File: src/rtl/adc_corr_pkg.sv
package adc_corr_pkg;
  // Output coding selected by the format input
  typedef enum logic {
    FMT_TWOS     = 1'b0,
    FMT_UNIPOLAR = 1'b1
  } out_fmt_e;

  // Coefficient bank addressed by a write
  typedef enum logic {
    BANK_OFFSET = 1'b0,
    BANK_GAIN   = 1'b1
  } coef_bank_e;
endpackage

File: src/rtl/acr_chop_avg.sv
// Stage 1: optional pairwise averaging or straight pass.
module acr_chop_avg #(
  parameter int SAMP_W = 24,
  parameter int CH_W   = 2
) (
  input  logic              clk,
  input  logic              rst_ni,
  input  logic              in_valid,
  input  logic [SAMP_W-1:0] in_data,
  input  logic [CH_W-1:0]   in_chan,
  input  logic              chop_en,
  output logic              o_valid,
  output logic [SAMP_W-1:0] o_data,
  output logic [CH_W-1:0]   o_chan
);
  localparam int SUM_W = SAMP_W + 1;

  logic              pend_q, pend_d;
  logic [SAMP_W-1:0] hold_q;
  logic              hold_en;
  logic              v_d;
  logic [SAMP_W-1:0] data_d;
  logic signed [SUM_W-1:0] pair_sum;

  // round-half-up average: (a + b + 1) >> 1, arithmetic
  assign pair_sum = $signed({hold_q[SAMP_W-1], hold_q})
                  + $signed({in_data[SAMP_W-1], in_data})
                  + SUM_W'(1);

  always_comb begin
    pend_d  = pend_q;
    hold_en = 1'b0;
    v_d     = 1'b0;
    data_d  = in_data;
    if (!chop_en) begin
      pend_d = 1'b0;
      v_d    = in_valid;
    end else if (in_valid) begin
      if (!pend_q) begin
        pend_d  = 1'b1;
        hold_en = 1'b1;
      end else begin
        pend_d = 1'b0;
        v_d    = 1'b1;
        data_d = SAMP_W'(pair_sum >>> 1);
      end
    end
  end

  always_ff @(posedge clk or negedge rst_ni) begin
    if (!rst_ni) begin
      pend_q  <= 1'b0;
      o_valid <= 1'b0;
    end else begin
      pend_q  <= pend_d;
      o_valid <= v_d;
    end
  end

  always_ff @(posedge clk or negedge rst_ni) begin
    if (!rst_ni) begin
      hold_q <= '0;
      o_data <= '0;
      o_chan <= '0;
    end else begin
      if (hold_en) hold_q <= in_data;
      if (v_d) begin
        o_data <= data_d;
        o_chan <= in_chan;
      end
    end
  end

  // first word of a pair never yields a result
  assert_first_half_silent_R3: assert property (
    @(posedge clk) disable iff (!rst_ni)
    (in_valid && chop_en && !pend_q) |=> !o_valid);
endmodule

File: src/rtl/acr_coef_bank.sv
// Per-channel offset and gain registers with preset reset values.
module acr_coef_bank
  import adc_corr_pkg::*;
#(
  parameter int                NCH      = 4,
  parameter int                COEF_W   = 16,
  parameter logic [COEF_W-1:0] OFS_DEF  = '0,
  parameter logic [COEF_W-1:0] GAIN_DEF = 16'h8000,
  localparam int               CH_W     = $clog2(NCH)
) (
  input  logic              clk,
  input  logic              rst_ni,
  input  logic              wr_en,
  input  coef_bank_e        wr_bank,
  input  logic [CH_W-1:0]   wr_chan,
  input  logic [COEF_W-1:0] wr_data,
  input  logic [CH_W-1:0]   ofs_chan,
  output logic [COEF_W-1:0] ofs_val,
  input  logic [CH_W-1:0]   gain_chan,
  output logic [COEF_W-1:0] gain_val
);
  logic [COEF_W-1:0] ofs_q  [NCH];
  logic [COEF_W-1:0] gain_q [NCH];

  for (genvar c = 0; c < NCH; c++) begin : g_chan
    logic ofs_en, gain_en;

    always_comb begin
      ofs_en  = wr_en && (wr_chan == CH_W'(c)) && (wr_bank == BANK_OFFSET);
      gain_en = wr_en && (wr_chan == CH_W'(c)) && (wr_bank == BANK_GAIN);
    end

    always_ff @(posedge clk or negedge rst_ni) begin
      if (!rst_ni) begin
        ofs_q[c]  <= OFS_DEF;
        gain_q[c] <= GAIN_DEF;
      end else begin
        if (ofs_en)  ofs_q[c]  <= wr_data;
        if (gain_en) gain_q[c] <= wr_data;
      end
    end

    // coefficients move only on a write strobe
    assert_coef_hold_R8: assert property (
      @(posedge clk) disable iff (!rst_ni)
      !wr_en |=> ($stable(ofs_q[c]) && $stable(gain_q[c])));
  end

  assign ofs_val  = ofs_q[ofs_chan];
  assign gain_val = gain_q[gain_chan];
endmodule

File: src/rtl/acr_offset_sub.sv
// Stage 2: subtract the offset, aligned to the upper bits of the sample.
module acr_offset_sub #(
  parameter int SAMP_W = 24,
  parameter int COEF_W = 16,
  parameter int CH_W   = 2,
  localparam int DIFF_W = SAMP_W + 1,
  localparam int OSH    = SAMP_W - COEF_W
) (
  input  logic              clk,
  input  logic              rst_ni,
  input  logic              i_valid,
  input  logic [SAMP_W-1:0] i_data,
  input  logic [CH_W-1:0]   i_chan,
  input  logic [COEF_W-1:0] ofs,
  output logic              o_valid,
  output logic [DIFF_W-1:0] o_diff,
  output logic [CH_W-1:0]   o_chan
);
  logic signed [DIFF_W-1:0] samp_x, ofs_x, diff_d;

  always_comb begin
    samp_x = $signed({i_data[SAMP_W-1], i_data});
    ofs_x  = $signed({{(DIFF_W-COEF_W-OSH){ofs[COEF_W-1]}}, ofs, {OSH{1'b0}}});
    diff_d = samp_x - ofs_x;
  end

  always_ff @(posedge clk or negedge rst_ni) begin
    if (!rst_ni) o_valid <= 1'b0;
    else         o_valid <= i_valid;
  end

  always_ff @(posedge clk or negedge rst_ni) begin
    if (!rst_ni) begin
      o_diff <= '0;
      o_chan <= '0;
    end else if (i_valid) begin
      o_diff <= diff_d;
      o_chan <= i_chan;
    end
  end
endmodule

File: src/rtl/acr_gain_fmt.sv
// Stage 3: gain scaling, rounding, coding and clamping.
module acr_gain_fmt
  import adc_corr_pkg::*;
#(
  parameter int SAMP_W = 24,
  parameter int COEF_W = 16,
  parameter int OUT_W  = 16,
  parameter int CH_W   = 2,
  localparam int DIFF_W = SAMP_W + 1,
  localparam int PW     = DIFF_W + COEF_W + 1,
  localparam int GFR    = COEF_W - 1,
  localparam int TSH    = SAMP_W - OUT_W,
  localparam int USH    = TSH - 1
) (
  input  logic              clk,
  input  logic              rst_ni,
  input  logic              i_valid,
  input  logic [DIFF_W-1:0] i_diff,
  input  logic [CH_W-1:0]   i_chan,
  input  logic [COEF_W-1:0] gain,
  input  out_fmt_e          fmt,
  output logic              o_valid,
  output logic [OUT_W-1:0]  o_data,
  output logic [CH_W-1:0]   o_chan
);
  localparam logic signed [PW-1:0] GRND = PW'(1) <<< (GFR - 1);
  localparam logic signed [PW-1:0] TRND = PW'(1) <<< (TSH - 1);
  localparam logic signed [PW-1:0] URND = PW'(1) <<< (USH - 1);
  localparam logic signed [PW-1:0] TMAX = (PW'(1) <<< (OUT_W - 1)) - PW'(1);
  localparam logic signed [PW-1:0] TMIN = -(PW'(1) <<< (OUT_W - 1));
  localparam logic signed [PW-1:0] UMAX = (PW'(1) <<< OUT_W) - PW'(1);

  logic signed [PW-1:0] prod, q, t, u;
  logic                 t_hi, t_lo, u_hi, u_lo;
  logic [OUT_W-1:0]     t_code, u_code, code_d;

  always_comb begin
    prod = PW'($signed(i_diff)) * PW'($signed({1'b0, gain}));
    q    = (prod + GRND) >>> GFR;
    t    = (q + TRND) >>> TSH;
    u    = (q + URND) >>> USH;
    t_hi = t > TMAX;
    t_lo = t < TMIN;
    u_hi = u > UMAX;
    u_lo = u[PW-1];
    t_code = t_hi ? OUT_W'(TMAX) : (t_lo ? OUT_W'(TMIN) : OUT_W'(t));
    u_code = u_hi ? OUT_W'(UMAX) : (u_lo ? '0 : OUT_W'(u));
    code_d = (fmt == FMT_UNIPOLAR) ? u_code : t_code;
  end

  always_ff @(posedge clk or negedge rst_ni) begin
    if (!rst_ni) o_valid <= 1'b0;
    else         o_valid <= i_valid;
  end

  always_ff @(posedge clk or negedge rst_ni) begin
    if (!rst_ni) begin
      o_data <= '0;
      o_chan <= '0;
    end else if (i_valid) begin
      o_data <= code_d;
      o_chan <= i_chan;
    end
  end

  assert_twos_clamp_hi_R6: assert property (
    @(posedge clk) disable iff (!rst_ni)
    (i_valid && fmt == FMT_TWOS && t_hi) |=> (o_data == {1'b0, {(OUT_W-1){1'b1}}}));

  assert_uni_clamp_lo_R7: assert property (
    @(posedge clk) disable iff (!rst_ni)
    (i_valid && fmt == FMT_UNIPOLAR && u_lo) |=> (o_data == '0));
endmodule

File: src/rtl/adc_result_corr.sv
module adc_result_corr
  import adc_corr_pkg::*;
#(
  parameter int                SAMP_W   = 24,
  parameter int                COEF_W   = 16,
  parameter int                OUT_W    = 16,
  parameter int                NCH      = 4,
  parameter logic [COEF_W-1:0] OFS_DEF  = '0,
  parameter logic [COEF_W-1:0] GAIN_DEF = 16'h8000,
  localparam int               CH_W     = $clog2(NCH)
) (
  input  logic              clk,
  input  logic              rst_n,
  input  logic              in_valid,
  input  logic [SAMP_W-1:0] in_data,
  input  logic [CH_W-1:0]   in_chan,
  input  logic              chop_en,
  input  logic              fmt_unipolar,
  input  logic              cfg_we,
  input  logic              cfg_gain_sel,
  input  logic [CH_W-1:0]   cfg_chan,
  input  logic [COEF_W-1:0] cfg_wdata,
  output logic              out_valid,
  output logic [OUT_W-1:0]  out_data,
  output logic [CH_W-1:0]   out_chan
);
  localparam int DIFF_W = SAMP_W + 1;

  // reset: asserted asynchronously, released after two clock edges
  logic [1:0] rst_sync_q;
  logic       rst_s;

  always_ff @(posedge clk or negedge rst_n) begin
    if (!rst_n) rst_sync_q <= 2'b00;
    else        rst_sync_q <= {rst_sync_q[0], 1'b1};
  end
  assign rst_s = rst_sync_q[1];

  logic              s1_valid, s2_valid;
  logic [SAMP_W-1:0] s1_data;
  logic [CH_W-1:0]   s1_chan, s2_chan;
  logic [DIFF_W-1:0] s2_diff;
  logic [COEF_W-1:0] ofs_val, gain_val;

  acr_chop_avg #(.SAMP_W(SAMP_W), .CH_W(CH_W)) u_avg (
    .clk(clk), .rst_ni(rst_s),
    .in_valid(in_valid), .in_data(in_data), .in_chan(in_chan), .chop_en(chop_en),
    .o_valid(s1_valid), .o_data(s1_data), .o_chan(s1_chan)
  );

  acr_coef_bank #(.NCH(NCH), .COEF_W(COEF_W), .OFS_DEF(OFS_DEF), .GAIN_DEF(GAIN_DEF)) u_coef (
    .clk(clk), .rst_ni(rst_s),
    .wr_en(cfg_we), .wr_bank(coef_bank_e'(cfg_gain_sel)), .wr_chan(cfg_chan), .wr_data(cfg_wdata),
    .ofs_chan(s1_chan), .ofs_val(ofs_val),
    .gain_chan(s2_chan), .gain_val(gain_val)
  );

  acr_offset_sub #(.SAMP_W(SAMP_W), .COEF_W(COEF_W), .CH_W(CH_W)) u_ofs (
    .clk(clk), .rst_ni(rst_s),
    .i_valid(s1_valid), .i_data(s1_data), .i_chan(s1_chan), .ofs(ofs_val),
    .o_valid(s2_valid), .o_diff(s2_diff), .o_chan(s2_chan)
  );

  acr_gain_fmt #(.SAMP_W(SAMP_W), .COEF_W(COEF_W), .OUT_W(OUT_W), .CH_W(CH_W)) u_gain (
    .clk(clk), .rst_ni(rst_s),
    .i_valid(s2_valid), .i_diff(s2_diff), .i_chan(s2_chan), .gain(gain_val),
    .fmt(out_fmt_e'(fmt_unipolar)),
    .o_valid(out_valid), .o_data(out_data), .o_chan(out_chan)
  );

  // no result while reset holds the pipeline
  assert_quiet_in_reset_R1: assert property (
    @(posedge clk) !rst_s |-> !out_valid);

  // every result traces back to a word accepted three edges earlier
  assert_fixed_latency_R2: assert property (
    @(posedge clk) disable iff (!rst_s)
    out_valid |-> $past(in_valid, 3));

  // outside chop mode the channel index comes out unchanged
  assert_chan_follow_R9: assert property (
    @(posedge clk) disable iff (!rst_s)
    (out_valid && !$past(chop_en, 3)) |-> (out_chan == $past(in_chan, 3)));
endmodule

File: config.mk
export PLATFORM = sky130hd
export DESIGN_NAME = adc_result_corr
export DESIGN_NICKNAME = d
export VERILOG_FILES = /design/src/rtl/adc_corr_pkg.sv /design/src/rtl/acr_chop_avg.sv /design/src/rtl/acr_coef_bank.sv /design/src/rtl/acr_offset_sub.sv /design/src/rtl/acr_gain_fmt.sv /design/src/rtl/adc_result_corr.sv
export SDC_FILE = /design/constraint.sdc
export NUM_CORES = 1
export LEC_CHECK = 0
export ABC_AREA = 1
export BUFFER_PORTS_ARGS = -buffer_cell sky130_fd_sc_hd__buf_4
export CORE_ASPECT_RATIO = 0.5
export CORE_MARGIN = 2
export CORE_UTILIZATION = 54
export DETAILED_ROUTE_END_ITERATION = 16
export PLACE_DENSITY = 0.76
export SETUP_SLACK_MARGIN = 0.05
export SYNTH_ARGS = -nofsm -noshare
export SYNTH_HDL_FRONTEND = slang
export SYNTH_SLANG_ARGS = --single-unit
export TNS_END_PERCENT = 30
File: constraint.sdc
create_clock -name clk -period 11.5 [get_ports clk]
set_clock_uncertainty 0.2 [all_clocks]
set_input_delay 1.725 -clock clk [delete_from_list [all_inputs] [get_ports clk]]
set_output_delay 1.725 -clock clk [all_outputs]
set_load 0.01 [all_outputs]
==> results_dict.tcl <==
set metrics [dict create \
    area_delta_synth_final_pct 6.42 \
    crit_required_ns 11.76 \
    grt_setup_unrepaired "false" \
    critPathKind "flip-flop to flip-flop" \
    synth_top_cell_by_area "fa_1" \
    syn_avg_cell_area_sq_um 7.89 \
    cts_tree "yes" \
    finalInstanceArea_sq_um 29200 \
    grtUsageMet2_pct 44.7 \
    route.detailed.drc 0 \
    ys.flop_type "dfrtp_1" \
    async_flop_share_pct 100 \
    ys_types 55 \
    root_buffer "clkbuf_16" \
    clk_path_buf_depth 3 \
    die_h_microns 163 \
    yosys_register_bits 229 \
    synth_compound_area_share_pct 8.41 \
    start_util_pct 54.7 \
    synth_edf_count 0 \
    synth-xor-area-share_pct 2.20 \
    cap_violations 0 \
    r2r-start "u_ofs.o_chan[0]" \
    synth_area_sq_um 27500 \
    synth_top_family_by_area "adder cells" \
    dp_hpwl_microns 59100 \
    drt_iter0_drc 2247 \
    fin_nets 4070 \
    grt.overflow.total 0 \
    post_drt_wl_per_cell_microns 17.7 \
    grt_usage_pct 28.9 \
    cts_made_buffers 23 \
    cp-end-kind "flip-flop" \
    cp.arrival_ns 10.17 \
    antenna_left 0 \
    synth_fp_nets 4088 \
    worst_r2r_path_depth 40 \
    route.vias.total 22600 \
    final.setup.tns_ns 0 \
    wirelength_microns 74000 \
    row_count 58 \
    final.period_utilization_pct 86.2 \
    synth_top_area_share_pct 28.6 \
    synthAdderAreaFrac_pct 36.0 \
    netlist_top_cells_count "791 x nand2_1, 645 x inv_1, 392 x fa_1" \
    io_buffers 69 \
    antenna_found_initial 1 \
    drt_first_pass_iters 7 \
    die_area_sq_um 52800 \
    antenna_cells 0 \
    tightest_slew_ns 1.19 \
    rrSetupSlack_ns 1.59 \
    ys.warnings.count 0 \
    syn_inst 3483 \
    fmax_mhz 101 \
    clock_latency_ns 0.58 \
    hold_violations 0 \
    viasPerCell 5.41 \
    r2r_end "u_gain.o_data[12]" \
    synthTopCellsByArea "fa_1 29%, dfrtp_1 20%, nand2_1 11%, inv_1 8.8%, ha_1 7.4%" \
    yosys.area_share.simple_pct 21.1 \
    die_w_microns 323 \
    grt_pass1_wl_microns 120000 \
    outcome "completed" \
    muxShareOfSynthArea_pct 0.246 \
    cpPeakStageDelay_ns 1.10 \
    start_kind "flip-flop" \
    grt_pass1_vias 22500 \
    ys_seq_area_share_pct 20.9 \
    cts-htree-levels 1 \
    grtUsageMet3_pct 8.61 \
    cp_slowest_cell "dfrtp_1" \
    use_met1_pct 40.0 \
    slew_headroom_pct 20.6 \
    clkSinkCount 229 \
    cts_hold_buf 0 \
    grt_max_degree 80 \
    fin_crit_ns 9.91 \
    core_sq_um 50200 \
    cts_resized 0 \
    hp-class "flip-flop to asynchronous set/reset pin" \
    crit_fanout 34 \
    clk_transition_reported_paths_ns 0.07 \
    drv_slew 0 \
    post_dp_cell_area_sq_um 28400 \
    setup_viol 0 \
    place.gp.congestion 0.983 \
    post-synth-top-count-cell "nand2_1" \
    post_cts_buffers 0 \
    layout-drive-gt1-share_pct 6.52 \
    io_pins 70 \
    grt_most_used_layer "met2" \
]
## logic make-up (layout without fill, tap and decap cells)
kind of cell / Yosys count / count (layout)
AND/OR/NAND/NOR: 1391 / 1391
buffers and inverters: 807 / 806
adder cells (fa/ha/maj): 554 / 554
AO/OA/AOI/OAI: 426 / 426
flip-flops: 229 / 229
XOR/XNOR: 69 / 69
multiplexers: 6 / 6
other: 1 / 1
## routing by layer
metal	wire, microns	vias up
met2	32300	969
met4	1700	2
met1	31800	10900
met3	8110	117
li1	-	10500
met5	13	-
## flip-flops by register name (all words and copies together) (netlist names), 2 cells and up
name           flops
u_gain.o_chan      2
rst_sync_q         2
u_avg.o_chan       2
u_coef.gain_q     64
u_ofs.o_chan       2
u_ofs.o_diff      25
u_coef.ofs_q      64
u_gain.o_data     16
u_avg.o_data      24
u_avg.hold_q      24
## worst max-delay path by stage
stage | cells past startpoint | slack [ns] | endpoint | from
after floorplan | 45 | 3.72 | u_gain.o_data[11] | u_ofs.o_chan[0]
after global routing | 40 | 0.99 | u_gain.o_data[13] | u_ofs.o_chan[0]
final | 40 | 1.59 | u_gain.o_data[12] | u_ofs.o_chan[0]
after detailed placement | 40 | 1.80 | u_gain.o_data[12] | u_ofs.o_chan[0]
after global placement | 43 | 1.92 | u_gain.o_data[3] | u_ofs.o_chan[0]
after CTS | 40 | 1.83 | u_gain.o_data[12] | u_ofs.o_chan[0]
## critical path, delay by kind of cell, from the launching register on
family	cells	cell delay [ns]
AND/OR/NAND/NOR	19	2.96
flip-flops	1	1.10
XOR/XNOR	1	0.42
adder cells (fa/ha/maj)	8	3.74
AO/OA/AOI/OAI	1	0.24
buffers and inverters	11	1.13
## final cells by class
class	instances	area [sq um]
Clock buffer	31	646
Sequential cell	229	5740
Tap cell	690	863
Inverter	681	2560
Clock inverter	11	149
Fill cell	4601	21000
Multi-Input combinational cell	2447	18600
Timing Repair Buffer	83	623
## metrics by stage
step / utilization (%) / instances / setup WS (ns) / hold WS (ns)
after floorplan: - / 3483 / 3.72 / 0.131
after global placement: 56.6 / 4130 / 1.92 / 0.0905
after detailed placement: 56.6 / 4130 / 1.80 / 0.0964
after CTS: 58.2 / 4172 / 1.83 / 0.106
after global routing: 58.2 / 4172 / 0.992 / 0.120
final: 58.2 / 4172 / 1.59 / 0.0900
## cell usage in the layout, fill, tap and decap left out, drive strengths merged, types with 83 or more instances in the layout
master  count
nand2     826
inv       672
fa        392
nor2      383
o21ai     239
dfrtp     225
ha        162
a21oi     133
nand3     131
buf        83
Power is left out: the tool's default activity adds up to more than one toggle a clock period on the data nets, which glitch-free logic cannot reach.
